## src/rtl/hp_pkg.sv

```systemverilog
package hp_pkg;
    // Event latch order inside the slot word (bit = SW_EV_LO + index)
    localparam int EV_PRSNT = 0;
    localparam int EV_ISO   = 1;
    localparam int EV_BTN   = 2;
    localparam int EV_LATCH = 3;
    localparam int EV_CONN  = 4;
    localparam int EV_N     = 5;
    localparam int MSK_N    = 7;

    // Slot word field positions
    localparam int SW_LVL_PGOOD = 6;
    localparam int SW_LVL_BTN   = 7;
    localparam int SW_LVL_LATCH = 8;
    localparam int SW_PRSNT_LO  = 10;
    localparam int SW_EV_LO     = 16;
    localparam int SW_MSK_LO    = 24;

    // Controller word field positions
    localparam int CW_MSK_N   = 4;
    localparam int CW_GLOBAL  = 0;
    localparam int CW_CMD_MSK = 2;
    localparam int CW_CMD_DET = 16;

    // Synchronised sensor vector layout
    localparam int SIG_N   = 6;
    localparam int SI_PRS  = 0;
    localparam int SI_PG   = 2;
    localparam int SI_BTN  = 3;
    localparam int SI_LAT  = 4;
    localparam int SI_CFL  = 5;
    localparam logic [SIG_N-1:0] SIG_IDLE = 6'b000111;

    typedef struct packed {
        logic [SIG_N-1:0] prev;
        logic [EV_N-1:0]  ev;
        logic [MSK_N-1:0] msk;
    } slot_st_t;

    typedef struct packed {
        logic [CW_MSK_N-1:0] msk;
        logic                cmd_det;
    } ctl_st_t;
endpackage

```

## src/rtl/hp_sync.sv

```systemverilog
module hp_sync #(
    parameter int         W       = 1,
    parameter int         STAGES  = 2,
    parameter logic [W-1:0] RST_VAL = '0
) (
    input  logic         clk,
    input  logic         rst_n,
    input  logic [W-1:0] din,
    output logic [W-1:0] dout
);
    logic [STAGES-1:0][W-1:0] stg_d, stg_q;

    always_comb begin
        stg_d[0] = din;
        for (int k = 1; k < STAGES; k++) begin
            stg_d[k] = stg_q[k-1];
        end
    end

    always_ff @(posedge clk or negedge rst_n) begin
        if (!rst_n) begin
            for (int k = 0; k < STAGES; k++) begin
                stg_q[k] <= RST_VAL;
            end
        end else begin
            stg_q <= stg_d;
        end
    end

    assign dout = stg_q[STAGES-1];
endmodule

```

## src/rtl/hp_slot_unit.sv

```systemverilog
module hp_slot_unit
    import hp_pkg::*;
#(
    parameter int SYNC_STAGES = 2
) (
    input  logic             clk,
    input  logic             rst_n,
    input  logic [SIG_N-1:0] sense_raw,
    input  logic             wr_en,
    input  logic [EV_N-1:0]  wr_ev,
    input  logic [MSK_N-1:0] wr_msk,
    output logic [31:0]      word,
    output logic             pending
);
    logic [SIG_N-1:0] sig;
    logic [EV_N-1:0]  hit;
    logic [EV_N-1:0]  clr;
    slot_st_t         st_d, st_q;

    hp_sync #(
        .W      (SIG_N),
        .STAGES (SYNC_STAGES),
        .RST_VAL(SIG_IDLE)
    ) u_sync (
        .clk  (clk),
        .rst_n(rst_n),
        .din  (sense_raw),
        .dout (sig)
    );

    always_comb begin
        hit[EV_PRSNT] = |(sig[SI_PRS +: 2] ^ st_q.prev[SI_PRS +: 2]);
        hit[EV_ISO]   = st_q.prev[SI_PG] & ~sig[SI_PG];
        hit[EV_BTN]   = sig[SI_BTN] & ~st_q.prev[SI_BTN];
        hit[EV_LATCH] = sig[SI_LAT] ^ st_q.prev[SI_LAT];
        hit[EV_CONN]  = sig[SI_CFL] & ~st_q.prev[SI_CFL];
        clr           = wr_en ? wr_ev : '0;

        st_d      = st_q;
        st_d.prev = sig;
        st_d.ev   = (st_q.ev & ~clr) | hit;
        if (wr_en) begin
            st_d.msk = wr_msk;
        end
    end

    always_ff @(posedge clk or negedge rst_n) begin
        if (!rst_n) begin
            st_q.prev <= SIG_IDLE;
            st_q.ev   <= '0;
            st_q.msk  <= '1;
        end else begin
            st_q <= st_d;
        end
    end

    always_comb begin
        word                         = '0;
        word[SW_LVL_PGOOD]           = sig[SI_PG];
        word[SW_LVL_BTN]             = sig[SI_BTN];
        word[SW_LVL_LATCH]           = sig[SI_LAT];
        word[SW_PRSNT_LO +: 2]       = sig[SI_PRS +: 2];
        word[SW_EV_LO +: EV_N]       = st_q.ev;
        word[SW_MSK_LO +: MSK_N]     = st_q.msk;
    end

    assign pending = |(st_q.ev & ~st_q.msk[EV_N-1:0]);
endmodule

```

## src/rtl/hp_ctl_unit.sv

```systemverilog
module hp_ctl_unit
    import hp_pkg::*;
(
    input  logic                clk,
    input  logic                rst_n,
    input  logic                cmd_done,
    input  logic                wr_en,
    input  logic [CW_MSK_N-1:0] wr_msk,
    input  logic                wr_clr_cmd,
    output logic [31:0]         word,
    output logic                cmd_pend,
    output logic                gmask
);
    ctl_st_t st_d, st_q;

    always_comb begin
        st_d         = st_q;
        st_d.cmd_det = (st_q.cmd_det & ~(wr_en & wr_clr_cmd)) | cmd_done;
        if (wr_en) begin
            st_d.msk = wr_msk;
        end
    end

    always_ff @(posedge clk or negedge rst_n) begin
        if (!rst_n) begin
            st_q.msk     <= '1;
            st_q.cmd_det <= 1'b0;
        end else begin
            st_q <= st_d;
        end
    end

    always_comb begin
        word                      = '0;
        word[CW_MSK_N-1:0]        = st_q.msk;
        word[CW_CMD_DET]          = st_q.cmd_det;
    end

    assign cmd_pend = st_q.cmd_det & ~st_q.msk[CW_CMD_MSK];
    assign gmask    = st_q.msk[CW_GLOBAL];
endmodule

```

## src/rtl/hp_event_agg.sv

```systemverilog
module hp_event_agg
    import hp_pkg::*;
#(
    parameter int  NUM_SLOTS   = 4,
    parameter int  SYNC_STAGES = 2,
    localparam int SEL_W       = (NUM_SLOTS > 1) ? $clog2(NUM_SLOTS) : 1
) (
    input  logic                   clk,
    input  logic                   rst_n,
    input  logic [2*NUM_SLOTS-1:0] prsnt_raw,
    input  logic [NUM_SLOTS-1:0]   pgood_raw,
    input  logic [NUM_SLOTS-1:0]   button_raw,
    input  logic [NUM_SLOTS-1:0]   latch_raw,
    input  logic [NUM_SLOTS-1:0]   cfault_raw,
    input  logic                   cmd_done,
    input  logic                   slot_wr_en,
    input  logic [SEL_W-1:0]       slot_wr_sel,
    input  logic [31:0]            slot_wr_data,
    input  logic                   ctl_wr_en,
    input  logic [31:0]            ctl_wr_data,
    output logic                   irq,
    output logic [NUM_SLOTS:0]     locator,
    output logic [32*NUM_SLOTS-1:0] slot_rd,
    output logic [31:0]            ctl_rd
);
    logic cmd_pend;
    logic gmask;
    logic unused_wr_bits;

    assign unused_wr_bits = ^{slot_wr_data[31], slot_wr_data[23:21], slot_wr_data[15:0],
                              ctl_wr_data[31:17], ctl_wr_data[15:4]};

    for (genvar g = 0; g < NUM_SLOTS; g++) begin : g_slot
        logic [SIG_N-1:0] sense;
        logic             sel;

        assign sense = {cfault_raw[g], latch_raw[g], button_raw[g],
                        pgood_raw[g], prsnt_raw[2*g +: 2]};
        assign sel   = slot_wr_en && (slot_wr_sel == SEL_W'(g));

        hp_slot_unit #(
            .SYNC_STAGES(SYNC_STAGES)
        ) u_slot (
            .clk      (clk),
            .rst_n    (rst_n),
            .sense_raw(sense),
            .wr_en    (sel),
            .wr_ev    (slot_wr_data[SW_EV_LO +: EV_N]),
            .wr_msk   (slot_wr_data[SW_MSK_LO +: MSK_N]),
            .word     (slot_rd[32*g +: 32]),
            .pending  (locator[g+1])
        );
    end

    hp_ctl_unit u_ctl (
        .clk       (clk),
        .rst_n     (rst_n),
        .cmd_done  (cmd_done),
        .wr_en     (ctl_wr_en),
        .wr_msk    (ctl_wr_data[CW_MSK_N-1:0]),
        .wr_clr_cmd(ctl_wr_data[CW_CMD_DET]),
        .word      (ctl_rd),
        .cmd_pend  (cmd_pend),
        .gmask     (gmask)
    );

    assign locator[0] = cmd_pend;
    assign irq        = (|locator) & ~gmask;
endmodule

```

## config.mk

```make
export PLATFORM = sky130hd
export DESIGN_NAME = hp_event_agg
export DESIGN_NICKNAME = d
export VERILOG_FILES = /design/src/rtl/hp_pkg.sv /design/src/rtl/hp_sync.sv /design/src/rtl/hp_slot_unit.sv /design/src/rtl/hp_ctl_unit.sv /design/src/rtl/hp_event_agg.sv
export SDC_FILE = /design/constraint.sdc
export NUM_CORES = 1
export LEC_CHECK = 0
export BUFFER_PORTS_ARGS = -buffer_cell sky130_fd_sc_hd__buf_2
export CORE_AREA = 2 2 110 112
export DETAILED_ROUTE_END_ITERATION = 6
export DIE_AREA = 0 0 112 114
export MAX_ROUTING_LAYER = met4
export PLACE_DENSITY_LB_ADDON = 0.2
export RECOVER_POWER = 100
export SYNTH_ARGS = -nofsm -noshare
export SYNTH_HDL_FRONTEND = slang
export SYNTH_HIERARCHICAL = 1
export SYNTH_SLANG_ARGS = --single-unit
```

## constraint.sdc

```tcl
create_clock -name clk -period 1.6 [get_ports clk]
set_input_delay 0.24 -clock clk [delete_from_list [all_inputs] [get_ports clk]]
set_output_delay 0.24 -clock clk [all_outputs]
set_load 0.05 [all_outputs]
```

==> flow_summary.yaml <==
clock_network:
  clkLatencyLatePin_ns: 0.41
  path_clk_slew_ns: 0.05
  htree_levels: 4
  cts_tree: "yes"
  clockBufferDepth: 2
  root_buffer: "clkbuf_16"
  clock_sinks: 125
  numCtsBuffers: 17
pwr:
  p_per_area_nw_per_um2: 1500
  power_mw: 9.79
  ir_drop_uv: 1030
  power.leakage_nw: 3.18
cells_and_area:
  stdcell_area_um2: 6520
  drive_gt1_share_pct: 43.9
  fill_cells: 1021
  syn_to_final_growth_pct: 24.2
  antenna-diode-count: 0
  fin_cells: 741
  final_nets: 676
  final_common_cell: "conb_1"
  final_cell_mix: "conb_1, clkbuf_2, nand2_1, dfrtp_1, dfstp_2"
  fin_util_pct: 55.7
yosys:
  synth_area_leaders: "dfstp_2, dfrtp_1, buf_4"
  synth_seq_area_share_pct: 61.2
  yosysWarnings: 6
  ys_seq_elements: 125
  avgSynthCellArea_um2: 11.9
  synth_top_area_share_pct: 34.0
  syn_inst: 442
  netlist_area_um2: 5250
  yosysUniqueCellTypes: 21
  synth_top_cell_by_area: "dfstp_2"
sta:
  fin_crit_ns: 2.34
  setup_viol: 6
  rsz0062_at_grt: "true"
  max_freq_mhz: 427
  slew_violations: 0
  whs_ns: 0.0696
  tightest_slew_ns: 0.853
  finalWorstSetupSlack_ns: -0.743
  finalCritPeriodShare_pct: 146
  fin_worst_skew_ns: 0.00908
  relSlewSlack_pct: 43.1
  hold_violations: 0
outcome:
  status: "complete, but fails checks"
  failed_checks: "setup timing"
floorplan:
  core_um2: 11700
  row_count: 40
  start_util_pct: 44.9
  die_w_um: 112
  die_y_um: 114
  io_pins: 261
  die-area_um2: 12800
worst_setup_path:
  required_ns: 1.36
  crit_path_end_kind: "primary output"
  cp_max_fo: 2
  cp-start-kind: "flip-flop"
  path_cells: "inv_2 > a222oi_1 > buf_4 > o221ai_4 > nor3_4 > a21oi_4 > buf_6"
  worstPathArrival_ns: 2.10
  critPathSlowestCell: "dfstp_2"
  max_stage_delay_ns: 0.53
  critPathKind: "reg -> out"
route:
  ant_nets: 0
  first_pass_iters: 4
  vias: 3082
  vias_per_cell: 4.16
  wirelength_mm: 10.1
  wl_per_cell_um: 13.6
  drc: 0
  drt_iter0_drc: 150
global_route:
  grt_first_pass_wirelength_mm: 15.7
  grt_usage_pct: 17.0
  grt_antenna_before_repair: 0
  grt-ovfl-total: 0
  grt_pass1_vias: 3035
  grt_start_max_net_pins: 51
placement:
  placed_area_um2: 5600
  dpl.hpwl_mm: 7.07
  io_buffer_count: 126
  gp_congestion: 0.795
  dp.cells: 680
min_path:
  hold_class: "in -> reg"
run:
  maxCapViolations: 0
## cell usage after synthesis (all sizes together)
| cell type | n |
|---|---|
| a222oi | 4 |
| dfstp | 68 |
| nor3 | 1 |
| mux2 | 20 |
| buf | 145 |
| and3b | 1 |
| nor3b | 1 |
| and3 | 1 |
| xor2 | 4 |
| nor2b | 1 |
| nor2 | 2 |
| o21ai | 24 |
| xnor2 | 8 |
| dfrtp | 57 |
| a21o | 1 |
| inv | 32 |
| nand2 | 58 |
| a21oi | 5 |
| o221ai | 4 |
| conb | 5 |
## sequential cells by signal, summed over array words and instances, names as in the netlist
signal / flops
g_slot.u_slot/st_q: 24
g_slot.u_slot/u_sync/dout: 24
u_ctl/gmask: 1
u_ctl/word: 4
g_slot.u_slot/u_sync/stg_d: 24
g_slot.u_slot/word: 48
## layout make-up
class                           instances  area, um^2  share of cell area, %
Clock buffer                           26         499                   7.65
Clock inverter                          6         130                   1.99
Inverter                               32         120                   1.84
Multi-Input combinational cell        222        1210                   18.6
Sequential cell                       125        3210                   49.3
Tap cell                              147         184                   2.82
Timing Repair Buffer                  183        1160                   17.8
## path summary, 6_finish.rpt
path,from,to,slack [ns],cells past startpoint
max in group asynchronous,rst_n,g_slot[3].u_slot/word[24]$_DFFE_PN1P_,0.28,3
min reg2reg,g_slot[3].u_slot/u_sync/stg_d[9]$_DFF_PN0_,g_slot[3].u_slot/u_sync/dout[3]$_DFF_PN0_,0.34,0
min in group asynchronous,rst_n,g_slot[2].u_slot/word[16]$_DFF_PN0_,0.42,2
max,g_slot[1].u_slot/word[24]$_DFFE_PN1P_,irq,-0.74,7
max reg2reg,g_slot[0].u_slot/u_sync/dout[0]$_DFF_PN1_,g_slot[0].u_slot/word[16]$_DFF_PN0_,0.64,3
min,ctl_wr_data[0],u_ctl/gmask$_DFFE_PN1P_,0.07,2
## timing repair
action / 4_1_cts / 5_1_grt
buffers inserted: 2 / 1
pin swaps: 4 / 2
endpoints found under the hold margin: 28 / 0
endpoints found under the setup margin: 5 / 6
resized for setup: 15 / 2
hold buffers: 26 / 0
## per-layer routing
layer	global-route usage, %	routed length, um	vias up
met3	6.64	738	16
met5	-	0	-
met1	19.3	3980	1493
met2	26.8	5100	132
li1	-	-	1441
met4	7.97	246	0
## power by group
group | internal [mW] | leakage [nW] | switching (mW)
Combinational | 0.440 | 1.55 | 1.58
Clock | 2.77 | 0.309 | 1.27
Sequential | 3.56 | 1.32 | 0.175
## cells by family after synthesis
| logic type | after synthesis | share of synthesized area, % |
|---|---|---|
| buffers and inverters | 177 | 22.8 |
| DFF | 125 | 61.2 |
| and+or+nand+nor | 65 | 5.03 |
| AOI/OAI and AO/OA | 38 | 4.34 |
| muxes | 20 | 4.29 |
| xor gates and xnor gates | 12 | 2.00 |
| other | 5 | 0.357 |
## worst max-delay path, delay by kind of cell, from the launching register on
kind            cells  cell delay (ns)
simple gates        1             0.17
buf+inv             3             0.39
flops               1             0.53
compound gates      3             0.59
## stage by stage
stage	TNS [ns]	setup WS, ns
after floorplan	-0.360	-0.360
after global placement	-0.769	-0.419
after detailed placement	-0.808	-0.412
after CTS	-2.95	-0.749
after global routing	-3.59	-0.855
final	-2.95	-0.743
Note: power is estimated with default switching activity, not from simulation.
